File: src/rtl/msi_fwd_pkg.sv
package msi_fwd_pkg;

   typedef enum logic [2:0] {
      OP_DOMAIN   = 3'd0,
      OP_TARGET   = 3'd1,
      OP_SET_PEND = 3'd2,
      OP_CLR_PEND = 3'd3,
      OP_SET_EN   = 3'd4,
      OP_CLR_EN   = 3'd5,
      OP_GEN      = 3'd6
   } wr_op_e;

   // bit of the domain write that carries the delivery enable
   localparam int IE_BIT    = 8;
   // first bit of the guest field inside a destination word
   localparam int GUEST_LSB = 12;

   // picker variants
   localparam int PICK_LOOP   = 0;
   localparam int PICK_ONEHOT = 1;

endpackage

File: src/rtl/msi_src_bank.sv
module msi_src_bank
   import msi_fwd_pkg::*;
#(
   parameter int          NSRC     = 8,
   parameter int          IDX_W    = 4,
   parameter logic [31:0] TGT_MASK = 32'hFFFF_F7FF
) (
   input  logic                   clk,
   input  logic                   rst_n,
   input  logic                   wr_en,
   input  logic [2:0]             wr_op,
   input  logic [IDX_W-1:0]       wr_idx,
   input  logic [31:0]            wr_data,
   input  logic [NSRC-1:0]        trig,
   input  logic                   clr_vld,
   input  logic [IDX_W-1:0]       clr_idx,
   output logic [NSRC-1:0]        pend_vec,
   output logic [NSRC-1:0]        en_vec,
   output logic [NSRC-1:0][31:0]  tgt_vec
);

   wr_op_e op;
   assign op = wr_op_e'(wr_op);

   for (genvar i = 0; i < NSRC; i++) begin : g_src
      if (i == 0) begin : g_absent
         assign pend_vec[i] = 1'b0;
         assign en_vec[i]   = 1'b0;
         assign tgt_vec[i]  = '0;
      end else begin : g_live
         logic        sel;
         logic        taken;
         logic        pend_r;
         logic        en_r;
         logic [31:0] tgt_r;

         assign sel   = wr_en && (wr_idx == IDX_W'(i));
         assign taken = clr_vld && (clr_idx == IDX_W'(i));

         always_ff @(posedge clk or negedge rst_n) begin
            if (!rst_n) begin
               pend_r <= 1'b0;
               en_r   <= 1'b0;
               tgt_r  <= '0;
            end else begin
               // a new event wins over a clear in the same cycle
               if ((sel && op == OP_SET_PEND) || trig[i])
                  pend_r <= 1'b1;
               else if ((sel && op == OP_CLR_PEND) || taken)
                  pend_r <= 1'b0;

               if (sel && op == OP_SET_EN)
                  en_r <= 1'b1;
               else if (sel && op == OP_CLR_EN)
                  en_r <= 1'b0;

               if (sel && op == OP_TARGET)
                  tgt_r <= wr_data & TGT_MASK;
            end
         end

         assign pend_vec[i] = pend_r;
         assign en_vec[i]   = en_r;
         assign tgt_vec[i]  = tgt_r;
      end
   end

endmodule

File: src/rtl/msi_pick.sv
module msi_pick
   import msi_fwd_pkg::*;
#(
   parameter int NSRC    = 8,
   parameter int IDX_W   = 4,
   parameter int VARIANT = PICK_ONEHOT
) (
   input  logic [NSRC-1:0]  req,
   output logic             found,
   output logic [IDX_W-1:0] idx
);

   assign found = |req;

   if (VARIANT == PICK_LOOP) begin : g_loop
      // walk downward so that the lowest set bit is the last one written
      always_comb begin
         idx = '0;
         for (int k = NSRC - 1; k >= 0; k--) begin
            if (req[k]) idx = IDX_W'(k);
         end
      end
   end else begin : g_onehot
      // isolate the lowest set bit, then encode it
      logic [NSRC-1:0] low_oh;
      assign low_oh = req & (~req + NSRC'(1));

      always_comb begin
         idx = '0;
         for (int k = 0; k < NSRC; k++) begin
            if (low_oh[k]) idx = idx | IDX_W'(k);
         end
      end
   end

endmodule

File: src/rtl/msi_out_stage.sv
module msi_out_stage #(
   parameter int HART_W  = 14,
   parameter int GUEST_W = 6,
   parameter int EIID_W  = 11
) (
   input  logic               clk,
   input  logic               rst_n,
   input  logic               gen_vld,
   input  logic [HART_W-1:0]  gen_hart,
   input  logic [EIID_W-1:0]  gen_eiid,
   input  logic               src_vld,
   input  logic [HART_W-1:0]  src_hart,
   input  logic [GUEST_W-1:0] src_guest,
   input  logic [EIID_W-1:0]  src_eiid,
   output logic               gen_take,
   output logic               src_take,
   output logic               msg_valid,
   input  logic               msg_ready,
   output logic [HART_W-1:0]  msg_hart,
   output logic [GUEST_W-1:0] msg_guest,
   output logic [EIID_W-1:0]  msg_eiid
);

   logic slot_free;

   assign slot_free = !msg_valid || msg_ready;
   assign gen_take  = slot_free && gen_vld;
   assign src_take  = slot_free && !gen_vld && src_vld;

   always_ff @(posedge clk or negedge rst_n) begin
      if (!rst_n) begin
         msg_valid <= 1'b0;
         msg_hart  <= '0;
         msg_guest <= '0;
         msg_eiid  <= '0;
      end else if (gen_take) begin
         msg_valid <= 1'b1;
         msg_hart  <= gen_hart;
         msg_guest <= '0;
         msg_eiid  <= gen_eiid;
      end else if (src_take) begin
         msg_valid <= 1'b1;
         msg_hart  <= src_hart;
         msg_guest <= src_guest;
         msg_eiid  <= src_eiid;
      end else if (msg_ready) begin
         msg_valid <= 1'b0;
      end
   end

endmodule

File: src/rtl/msi_scan_engine.sv
module msi_scan_engine
   import msi_fwd_pkg::*;
#(
   parameter int NSRC     = 8,
   parameter int EIID_W   = 11,
   parameter int GUEST_W  = 6,
   parameter int PICK_VAR = PICK_ONEHOT,
   localparam int IDX_W    = $clog2(NSRC) + 1,
   localparam int HART_LSB = GUEST_LSB + GUEST_W,
   localparam int HART_W   = 32 - HART_LSB
) (
   input  logic               clk,
   input  logic               rst_n,
   input  logic               wr_en,
   input  logic [2:0]         wr_op,
   input  logic [IDX_W-1:0]   wr_idx,
   input  logic [31:0]        wr_data,
   input  logic [NSRC-1:0]    src_trig,
   input  logic [IDX_W-1:0]   rd_idx,
   output logic [31:0]        rd_target,
   output logic               rd_pending,
   output logic               rd_enabled,
   output logic [31:0]        gen_value,
   output logic               msg_valid,
   input  logic               msg_ready,
   output logic [HART_W-1:0]  msg_hart,
   output logic [GUEST_W-1:0] msg_guest,
   output logic [EIID_W-1:0]  msg_eiid
);

   localparam logic [31:0] EIID_MASK  = (32'd1 << EIID_W) - 32'd1;
   localparam logic [31:0] GUEST_MASK = ((32'd1 << GUEST_W) - 32'd1) << GUEST_LSB;
   localparam logic [31:0] HART_MASK  = ~((32'd1 << HART_LSB) - 32'd1);
   localparam logic [31:0] TGT_MASK   = EIID_MASK | GUEST_MASK | HART_MASK;

   if (NSRC < 2) begin : g_bad_nsrc
      $error("msi_scan_engine: NSRC must be at least 2");
   end
   if (EIID_W < 1 || EIID_W > GUEST_LSB) begin : g_bad_eiid
      $error("msi_scan_engine: identity field must fit below the guest field");
   end
   if (GUEST_W < 1 || HART_W < 1) begin : g_bad_guest
      $error("msi_scan_engine: guest field leaves no room for the hart field");
   end
   if (PICK_VAR != PICK_LOOP && PICK_VAR != PICK_ONEHOT) begin : g_bad_pick
      $error("msi_scan_engine: unknown picker variant");
   end

   wr_op_e op;
   assign op = wr_op_e'(wr_op);

   // ---------------- domain enable and software message slot ----------------
   logic        ie_q;
   logic        gen_pend_q;
   logic [31:0] gen_val_q;
   logic        gen_take;
   logic        src_take;
   logic        gen_wr;

   assign gen_wr = wr_en && (op == OP_GEN);

   always_ff @(posedge clk or negedge rst_n) begin
      if (!rst_n) begin
         ie_q       <= 1'b0;
         gen_pend_q <= 1'b0;
         gen_val_q  <= '0;
      end else begin
         if (wr_en && op == OP_DOMAIN)
            ie_q <= wr_data[IE_BIT];
         if (gen_wr) begin
            gen_pend_q <= 1'b1;
            gen_val_q  <= wr_data & ~GUEST_MASK;
         end else if (gen_take) begin
            gen_pend_q <= 1'b0;
         end
      end
   end

   assign gen_value = gen_val_q;

   // ---------------- per-source state ----------------
   logic [NSRC-1:0]       pend_vec;
   logic [NSRC-1:0]       en_vec;
   logic [NSRC-1:0][31:0] tgt_vec;
   logic [IDX_W-1:0]      pick_idx;
   logic                  pick_found;

   msi_src_bank #(
      .NSRC     (NSRC),
      .IDX_W    (IDX_W),
      .TGT_MASK (TGT_MASK)
   ) u_bank (
      .clk      (clk),
      .rst_n    (rst_n),
      .wr_en    (wr_en),
      .wr_op    (wr_op),
      .wr_idx   (wr_idx),
      .wr_data  (wr_data),
      .trig     (src_trig),
      .clr_vld  (src_take),
      .clr_idx  (pick_idx),
      .pend_vec (pend_vec),
      .en_vec   (en_vec),
      .tgt_vec  (tgt_vec)
   );

   // ---------------- selection ----------------
   logic [NSRC-1:0] ready_vec;
   assign ready_vec = pend_vec & en_vec;

   msi_pick #(
      .NSRC    (NSRC),
      .IDX_W   (IDX_W),
      .VARIANT (PICK_VAR)
   ) u_pick (
      .req   (ready_vec),
      .found (pick_found),
      .idx   (pick_idx)
   );

   logic [31:0] pick_tgt;
   always_comb begin
      pick_tgt = '0;
      for (int k = 0; k < NSRC; k++) begin
         if (pick_idx == IDX_W'(k)) pick_tgt = tgt_vec[k];
      end
   end

   // ---------------- output ----------------
   msi_out_stage #(
      .HART_W  (HART_W),
      .GUEST_W (GUEST_W),
      .EIID_W  (EIID_W)
   ) u_out (
      .clk       (clk),
      .rst_n     (rst_n),
      .gen_vld   (gen_pend_q),
      .gen_hart  (gen_val_q[31:HART_LSB]),
      .gen_eiid  (gen_val_q[EIID_W-1:0]),
      .src_vld   (ie_q && pick_found),
      .src_hart  (pick_tgt[31:HART_LSB]),
      .src_guest (pick_tgt[HART_LSB-1:GUEST_LSB]),
      .src_eiid  (pick_tgt[EIID_W-1:0]),
      .gen_take  (gen_take),
      .src_take  (src_take),
      .msg_valid (msg_valid),
      .msg_ready (msg_ready),
      .msg_hart  (msg_hart),
      .msg_guest (msg_guest),
      .msg_eiid  (msg_eiid)
   );

   // ---------------- readback ----------------
   always_comb begin
      rd_target  = '0;
      rd_pending = 1'b0;
      rd_enabled = 1'b0;
      for (int k = 0; k < NSRC; k++) begin
         if (rd_idx == IDX_W'(k)) begin
            rd_target  = tgt_vec[k];
            rd_pending = pend_vec[k];
            rd_enabled = en_vec[k];
         end
      end
   end

endmodule

File: config.mk
export PLATFORM = sky130hd
export DESIGN_NAME = msi_scan_engine
export DESIGN_NICKNAME = d
export VERILOG_FILES = /design/src/rtl/msi_fwd_pkg.sv /design/src/rtl/msi_src_bank.sv /design/src/rtl/msi_pick.sv /design/src/rtl/msi_out_stage.sv /design/src/rtl/msi_scan_engine.sv
export SDC_FILE = /design/constraint.sdc
export NUM_CORES = 1
export LEC_CHECK = 0
export ABC_AREA = 1
export BUFFER_PORTS_ARGS = -buffer_cell sky130_fd_sc_hd__buf_4
export CAP_MARGIN = 20
export CELL_PAD_IN_SITES_DETAIL_PLACEMENT = 0
export CELL_PAD_IN_SITES_GLOBAL_PLACEMENT = 1
export CORE_ASPECT_RATIO = 1.2
export CORE_UTILIZATION = 45
export DETAILED_ROUTE_END_ITERATION = 12
export PLACE_DENSITY = 0.94
export SYNTH_ARGS = -nofsm -noshare
export SYNTH_HDL_FRONTEND = slang
export SYNTH_SLANG_ARGS = --single-unit
File: constraint.sdc
create_clock -name clk -period 2.9 [get_ports clk]
set_clock_uncertainty 0.15 [all_clocks]
set_input_delay 0 -clock clk [delete_from_list [all_inputs] [get_ports clk]]
set_output_delay 0 -clock clk [all_outputs]
set_load 0.05 [all_outputs]
* After elaboration in Yosys (flattened, before gate mapping)
Index checks and enable logic that the tools add are counted.
Storage, ports and cells: register bits after elaboration 291, bits in latches 0, memory bits (writable) 0, ROM bits 0, input bits 55, output and inout port bits 98, logic and storage cells 224, memories kept 0
Operators by class: $add $sub $neg 1, $mul 0, div/mod/pow operators 0, $lt $le $gt $ge 0, equal/unequal tests 27, shifts and indexed selects 0, muxes and demuxes 74, bitwise gates (word level) 3, reduce and logical (&&, ||, !) cells 91
Operator list (number):
- two-way mux 32 bit | 14
- logical AND 1 bit | 55
- equality test 4 x 3 -> 1 bit (second input constant) | 12
- two-way mux 1 bit | 48
- nonzero test 2 bit | 16
- two-way mux 14 bit | 2
- equality test 4 x 2 -> 1 bit (second input constant) | 6
- two-way mux 11 bit | 2
- AND 8 bit | 2
- logical OR 1 bit | 15
- equality test 4 x 1 -> 1 bit (second input constant) | 3
- two-way mux 3 bit | 4
- two-way mux 6 bit | 2
- equality test 3 bit (second input constant) | 3
- adder 8 x 1 -> 8 bit (second input constant) | 1
- inverter 8 bit | 1
- OR reduction 8 bit | 1
- equality test 3 x 2 -> 1 bit (second input constant) | 2
- two-way mux 2 bit | 2
- equality test 3 x 1 -> 1 bit (second input constant) | 1
- logical NOT 3 bit | 1
- nonzero test 3 bit | 1
- logical NOT 1 bit | 2

* Logic depth before layout (Yosys ltp)
word-level depth 21, gate-level depth with buffers 11, mapped depth without buffers 11

* Modules after synthesis
Synthesis repeated with hierarchy kept, for this count alone.
Second synthesis, totals: cells, all modules 2294, area, all modules 16988.8 µm²
Modules (own cells, without submodules):
- msi_src_bank | times used 1, cells each 1016, area each 9816.9 µm², seq. area each 5780.5 µm²
- msi_scan_engine | times used 1, cells each 1004, area each 5320.1 µm², seq. area each 700.7 µm²
- msi_out_stage | times used 1, cells each 247, area each 1731.7 µm², seq. area each 800.8 µm²
- msi_pick | times used 1, cells each 27, area each 120.1 µm², seq. area each 0.0 µm²

* Least setup slack after synthesis
No wires, ideal clock.
path type register to register, start register u_out.msg_valid, end register u_out.msg_hart[4], setup time 123 ps, arrival time 1461 ps, data required time 2627 ps, setup slack 1166 ps, cell stages (with the launch flop) 9, path buffers 1, period minus slack after synthesis 1734 ps, cell sequence dfrtp_1 nand2_1 nand2_1 inv_2 clkbuf_1 nand2_1 nand2_1 inv_1 nand2_1
On the way: cells in the longest elaborated chain, start to end 5, elaborated cells on any way between the ends 7, those cells by class mux (1); reduce/logical (6)
Ends and longest elaborated chain:
- from (decl) | line msi_out_stage.sv:17 | output logic msg_valid,
- from (signal assigned) | line msi_out_stage.sv:32 | msg_valid <= 1'b0;
- from (signal assigned) | line msi_out_stage.sv:37 | msg_valid <= 1'b1;
- from (signal assigned) | line msi_out_stage.sv:42 | msg_valid <= 1'b1;
- logical NOT 1 bit (*) | line msi_out_stage.sv:26 | assign slot_free = !msg_valid || msg_ready;
- logical OR 1 bit (*) | line msi_out_stage.sv:26
- logical AND 1 bit (2 in series) | line msi_out_stage.sv:28 | assign src_take = slot_free && !gen_vld && src_vld;
- nonzero test 2 bit (no source line)
- to (signal assigned) | line msi_out_stage.sv:38 | msg_hart <= gen_hart;
- to (signal assigned) | line msi_out_stage.sv:43 | msg_hart <= src_hart;
- to (decl) | line msi_out_stage.sv:19 | output logic [HART_W-1:0] msg_hart,
Every way passes the cells marked *; elsewhere a longest branch is shown, timed or not. A chain may end at the register's enable or synchronous reset.

* Worst setup path after layout
start input wr_idx[2], end register u_bank.g_src[1].g_live.pend_r
On the way: cells in the longest elaborated chain, start to end 5, elaborated cells on any way between the ends 8, those cells by class eq/ne (1); mux (1); reduce/logical (6)
Ends and longest elaborated chain:
- from (decl) | line msi_scan_engine.sv:16 | input logic [IDX_W-1:0] wr_idx,
- equality test 4 x 1 -> 1 bit (*) | line msi_src_bank.sv:37 | assign sel = wr_en && (wr_idx == IDX_W'(i));
- logical AND 1 bit (*) | line msi_src_bank.sv:37
- logical AND 1 bit (on tied branches) | line msi_src_bank.sv:47, msi_src_bank.sv:49
- logical OR 1 bit (on tied branches) | line msi_src_bank.sv:47, msi_src_bank.sv:49
- two-way mux 1 bit / nonzero test 2 bit (equally long branches)
- to (signal assigned) | line msi_src_bank.sv:42 | pend_r <= 1'b0;
- to (signal assigned) | line msi_src_bank.sv:48 | pend_r <= 1'b1;
- to (signal assigned) | line msi_src_bank.sv:50 | pend_r <= 1'b0;
- to (decl) | line msi_src_bank.sv:33 | logic pend_r;
Marked as above.

==> impl_metrics.csv <==
group,metric,value,unit
outcome,outcome,"finished, final reports clean",
timing,maxSlewViolCount,0,
power_and_ir_drop,clock_power_share,34.3,%
place,dp.final_hpwl,31100,um
timing,timing.max_slew.rel_slack,33.9,%
setup_path,timing.critical_path.buf_inv,5,
power_and_ir_drop,power_density,665,nW/um2
clocking,clock_tree.htree_level_count,1,
run,total_of_max_cap_violations,0,
power_and_ir_drop,power_report.internal_total,7880,uW
setup_path,cp_data_arrival_time,3.15,ns
die,die_h,201,um
synth,ys_top_cells_by_count,"nand2_1, dfrtp_1, o21ai_0, nand3_1, inv_1",
synth,async_set_or_reset_register_ratio_after_synthesis,100,%
finish,final.fill_count,3031,
power_and_ir_drop,leakage,0.00907,uW
finish,final_net_count,2235,
die,floorplan.io_pins,153,
synth,post_synth_edffs,0,
power_and_ir_drop,max_vdd_drop,0.407,mV
clocking,clkTransAtPathRegs,0.06,ns
detailed_routing,drt_pre_antenna_iters,6,
detailed_routing,remaining_routing_drc_violations,0,
finish,layout-drive-gt1-share,12.9,%
place,buffer_ports.inserted,144,
worst_hold_path,worst_hold_startpoint,"wr_data[11]",
finish,antenna-diode-count,0,
setup_path,worstReg2RegEnd,"u_bank.g_src[5].g_live.pend_r$_DFFE_PN0P_",
die,design.core.area,32300,um2
power_and_ir_drop,p_comb_share,25.2,%
die,die_x,168,um
setup_path,path_cells,"dlygate4sd3_1 > buf_4 > nand3b_1 > dlygate4sd3_1 > nor2_1 > a21oi_1 > dlygate4sd3_1 > o21ai_1 > dlygate4sd3_1",
synth,postSynthAreaPerCell,7.42,um2
synth,synth_largest_area_cell,"dfrtp_1",
synth,postSynthRegisterBits,291,
die,initial_utilization,45.9,%
detailed_routing,num_vias,14900,
setup_path,critical_path_required,3.27,ns
worst_hold_path,worstHoldPathCells,3,
timing,max_clock_freq,359,MHz
clocking,cts-buffers-inserted,30,
setup_path,worstSetupPathDepth,9,
timing,worst-slew-pin-transition,0.984,ns
synth,top_reg_cell_synth,"dfrtp_1",
detailed_routing,ant_nets,0,
synth,synthesis.instances,2002,
synth,yosysMostFrequentCell,"nand2_1",
setup_path,critical_path.most_common_cell,"dlygate4sd3_1",
global_routing,groute.layer.met2.usage,47.1,%
timing,setup_viol_count_final,0,
finish,multi_input_comb_area,6500,um2
synth,synth-seq-area-share,49.0,%
global_routing,use_met1,41.7,%
finish,area_growth,22.6,%
global_routing,groute.layer.met3.usage,5.34,%
global_routing,grt_pass1_wl,79500,um
synth,syn-cell-area,14900,um2
global_routing,grt_pass1_vias,14400,
finish,ff_latch_area,7280,um2
clocking,cts_tree,"done",
timing,fin_crit_sh,96.0,%
timing,tns,0,ns
setup_path,regToRegStartpoint,"u_bank.g_src[3].g_live.pend_r$_DFFE_PN0P_",
power_and_ir_drop,switchingPower,4230,uW
detailed_routing,avgViaCountPerCell,5.71,
timing,rsz0062_at_grt,"false",
global_routing,grt_overflow,0,
setup_path,critical_path.max_fanout,5,
clocking,cts.repair.resized,0,
timing,finalWorstPathRequiredPeriod,2.78,ns
clocking,postCtsHoldBufs,74,
setup_path,path_delay_family,"buffers and inverters",
detailed_routing,first_iter_violations,1750,
global_routing,antenna_found_initial,0,
worst_hold_path,hold_end,"gen_value[11]$_DFFE_PN0P_",
synth,ys_top_cells_by_area,"dfrtp_1, nand2_1, o21ai_0, nand3_1, inv_1",
global_routing,maximum_number_of_pins_on_one_net_before_global_route_repair,95,
setup_path,crit_path_top_delay_cell,"dlygate4sd3_1",
place,finalWeightedCongestion,0.867,
clocking,clock_sink_count,291,
setup_path,slowest_cell_delay_on_critical_path,0.60,ns
timing,report.final.hold_viol_count,0,
global_routing,grt.total_usage,30.3,%
synth,post_synth_num_cell_types,31,
setup_path,path_class,"input port to flop",
timing,fin_hold_ws,0.0539,ns
synth,synth_top_area_share,49.0,%
die,core.rowCount,72,
setup_path,critical_path.startpoint_type,"input port",
power_and_ir_drop,power_frac_seq,40.5,%
detailed_routing,routed_wirelength,50700,um
setup_path,timing.critical_path.to_type,"flop",
setup_path,worst-r2r-cell-count,8,
clocking,count_of_buffers_added_by_post_cts_timing_repair_for_setup,0,
synth,synth.yosys.warnings,0,
power_and_ir_drop,swShare,35.0,%
global_routing,grt_most_used_layer,"met2",
setup_path,reg2reg_slack,0.25,ns
clocking,clk_buf_depth,3,
die,design.die.area,33700,um2
worst_hold_path,min_path_type,"input port to flop",
detailed_routing,wl_per_cell,19.4,um
clocking,clkLatencyLatePin,0.58,ns
clocking,clock_tree.root_cell,"clkbuf_16",
[cells by family (layout without fill, tap and decap cells)]
logic type / Yosys count / count (layout) / share of synthesized area (%)
AO/OA/AOI/OAI: 329 / 329 / 11.3
buffers and inverters: 265 / 461 / 7.56
flip-flops: 291 / 291 / 49.0
multiplexers: 1 / 1 / 0.0758
other: 1 / 7 / 0.0252
AND/OR/NAND/NOR: 1115 / 1115 / 32.0
[metal layers]
metal  part of all wire (%)  wire, um  vias to the layer above
met4                    3.3      1700                        0
li1                       -         -                     6872
met1                     42     21400                     7100
met3                    9.5      4820                      136
met2                     45     22800                      793
met5                      0         0                        -
[sequential cells by signal (all words and copies together) (netlist names)]
name	cells
u_out.msg_valid	1
gen_value	26
u_bank.g_src.g_live.en_r	7
u_out.msg_eiid	11
u_out.msg_hart	14
ie_q	1
u_bank.g_src.g_live.tgt_r	217
gen_pend_q	1
u_bank.g_src.g_live.pend_r	7
u_out.msg_guest	6
[stage by stage]
stage	cells	utilization [%]	setup WS (ns)	instance area [um2]	power, uW
4_1_cts	2611	56.3	0.197	18200	12100
2_1_floorplan	2008	-	1.17	14900	6760
6_report	2611	56.3	0.117	18200	12100
3_5_place_dp	2481	50.7	0.542	16400	7900
3_3_place_gp	2481	50.7	0.598	16400	7840
5_1_grt	2611	56.3	0.0341	18200	12600
[how the worst max path moves through the flow]
stage	from	to
final	wr_idx[2]	u_bank.g_src[1].g_live.pend_r$_DFFE_PN0P_
after global routing	wr_idx[2]	u_bank.g_src[1].g_live.pend_r$_DFFE_PN0P_
after CTS	wr_idx[2]	u_bank.g_src[1].g_live.pend_r$_DFFE_PN0P_
after detailed placement	u_bank.g_src[3].g_live.pend_r$_DFFE_PN0P_	u_out.msg_guest[1]$_DFFE_PN0P_
after global placement	u_bank.g_src[3].g_live.en_r$_DFFE_PN0P_	u_out.msg_guest[5]$_DFFE_PN0P_
after floorplan	u_out.msg_valid$_DFFE_PN0P_	u_out.msg_hart[4]$_DFFE_PN0P_
[cell type report]
cell class                 instances  share of cell area, %
sequential                       291                   40.0
timing repair buffer             271                   12.9
tap                              407                   2.80
multi-input combinational       1452                   35.7
inverter                         134                   2.76
clock inverter                    16                   1.11
clock buffer                      40                   4.77
[placed cells by master (no fill, tap or decap), types with 13 or more instances in the layout]
cell type / Yosys / layout
buf_4: 11 / 187
dfrtp_1: 291 / 291
clkbuf_16: 0 / 30
o21ai_0: 257 / 257
a21oi_1: 13 / 13
o21ai_1: 40 / 40
nand4_1: 70 / 70
nand3_1: 188 / 188
nand2_1: 670 / 669
nor3_1: 36 / 36
o22ai_1: 14 / 14
nor2_1: 122 / 118
dlygate4sd3_1: 0 / 74
inv_1: 128 / 128
[worst min-delay path, cell delays in order]
cell	delay (ns)
dlygate4sd3_1	0.53
buf_4	0.10
mux2_2	0.12
[power groups by stage]
stage / registers (uW) / clock network, uW / logic, uW
after detailed placement: 4960 / 0 / 2940
after global routing: 4960 / 4360 / 3260
after CTS: 4890 / 4190 / 3030
after floorplan: 5590 / 0 / 1170
final: 4910 / 4150 / 3050
after global placement: 4950 / 0 / 2890
(Power assumes the default switching activity.)
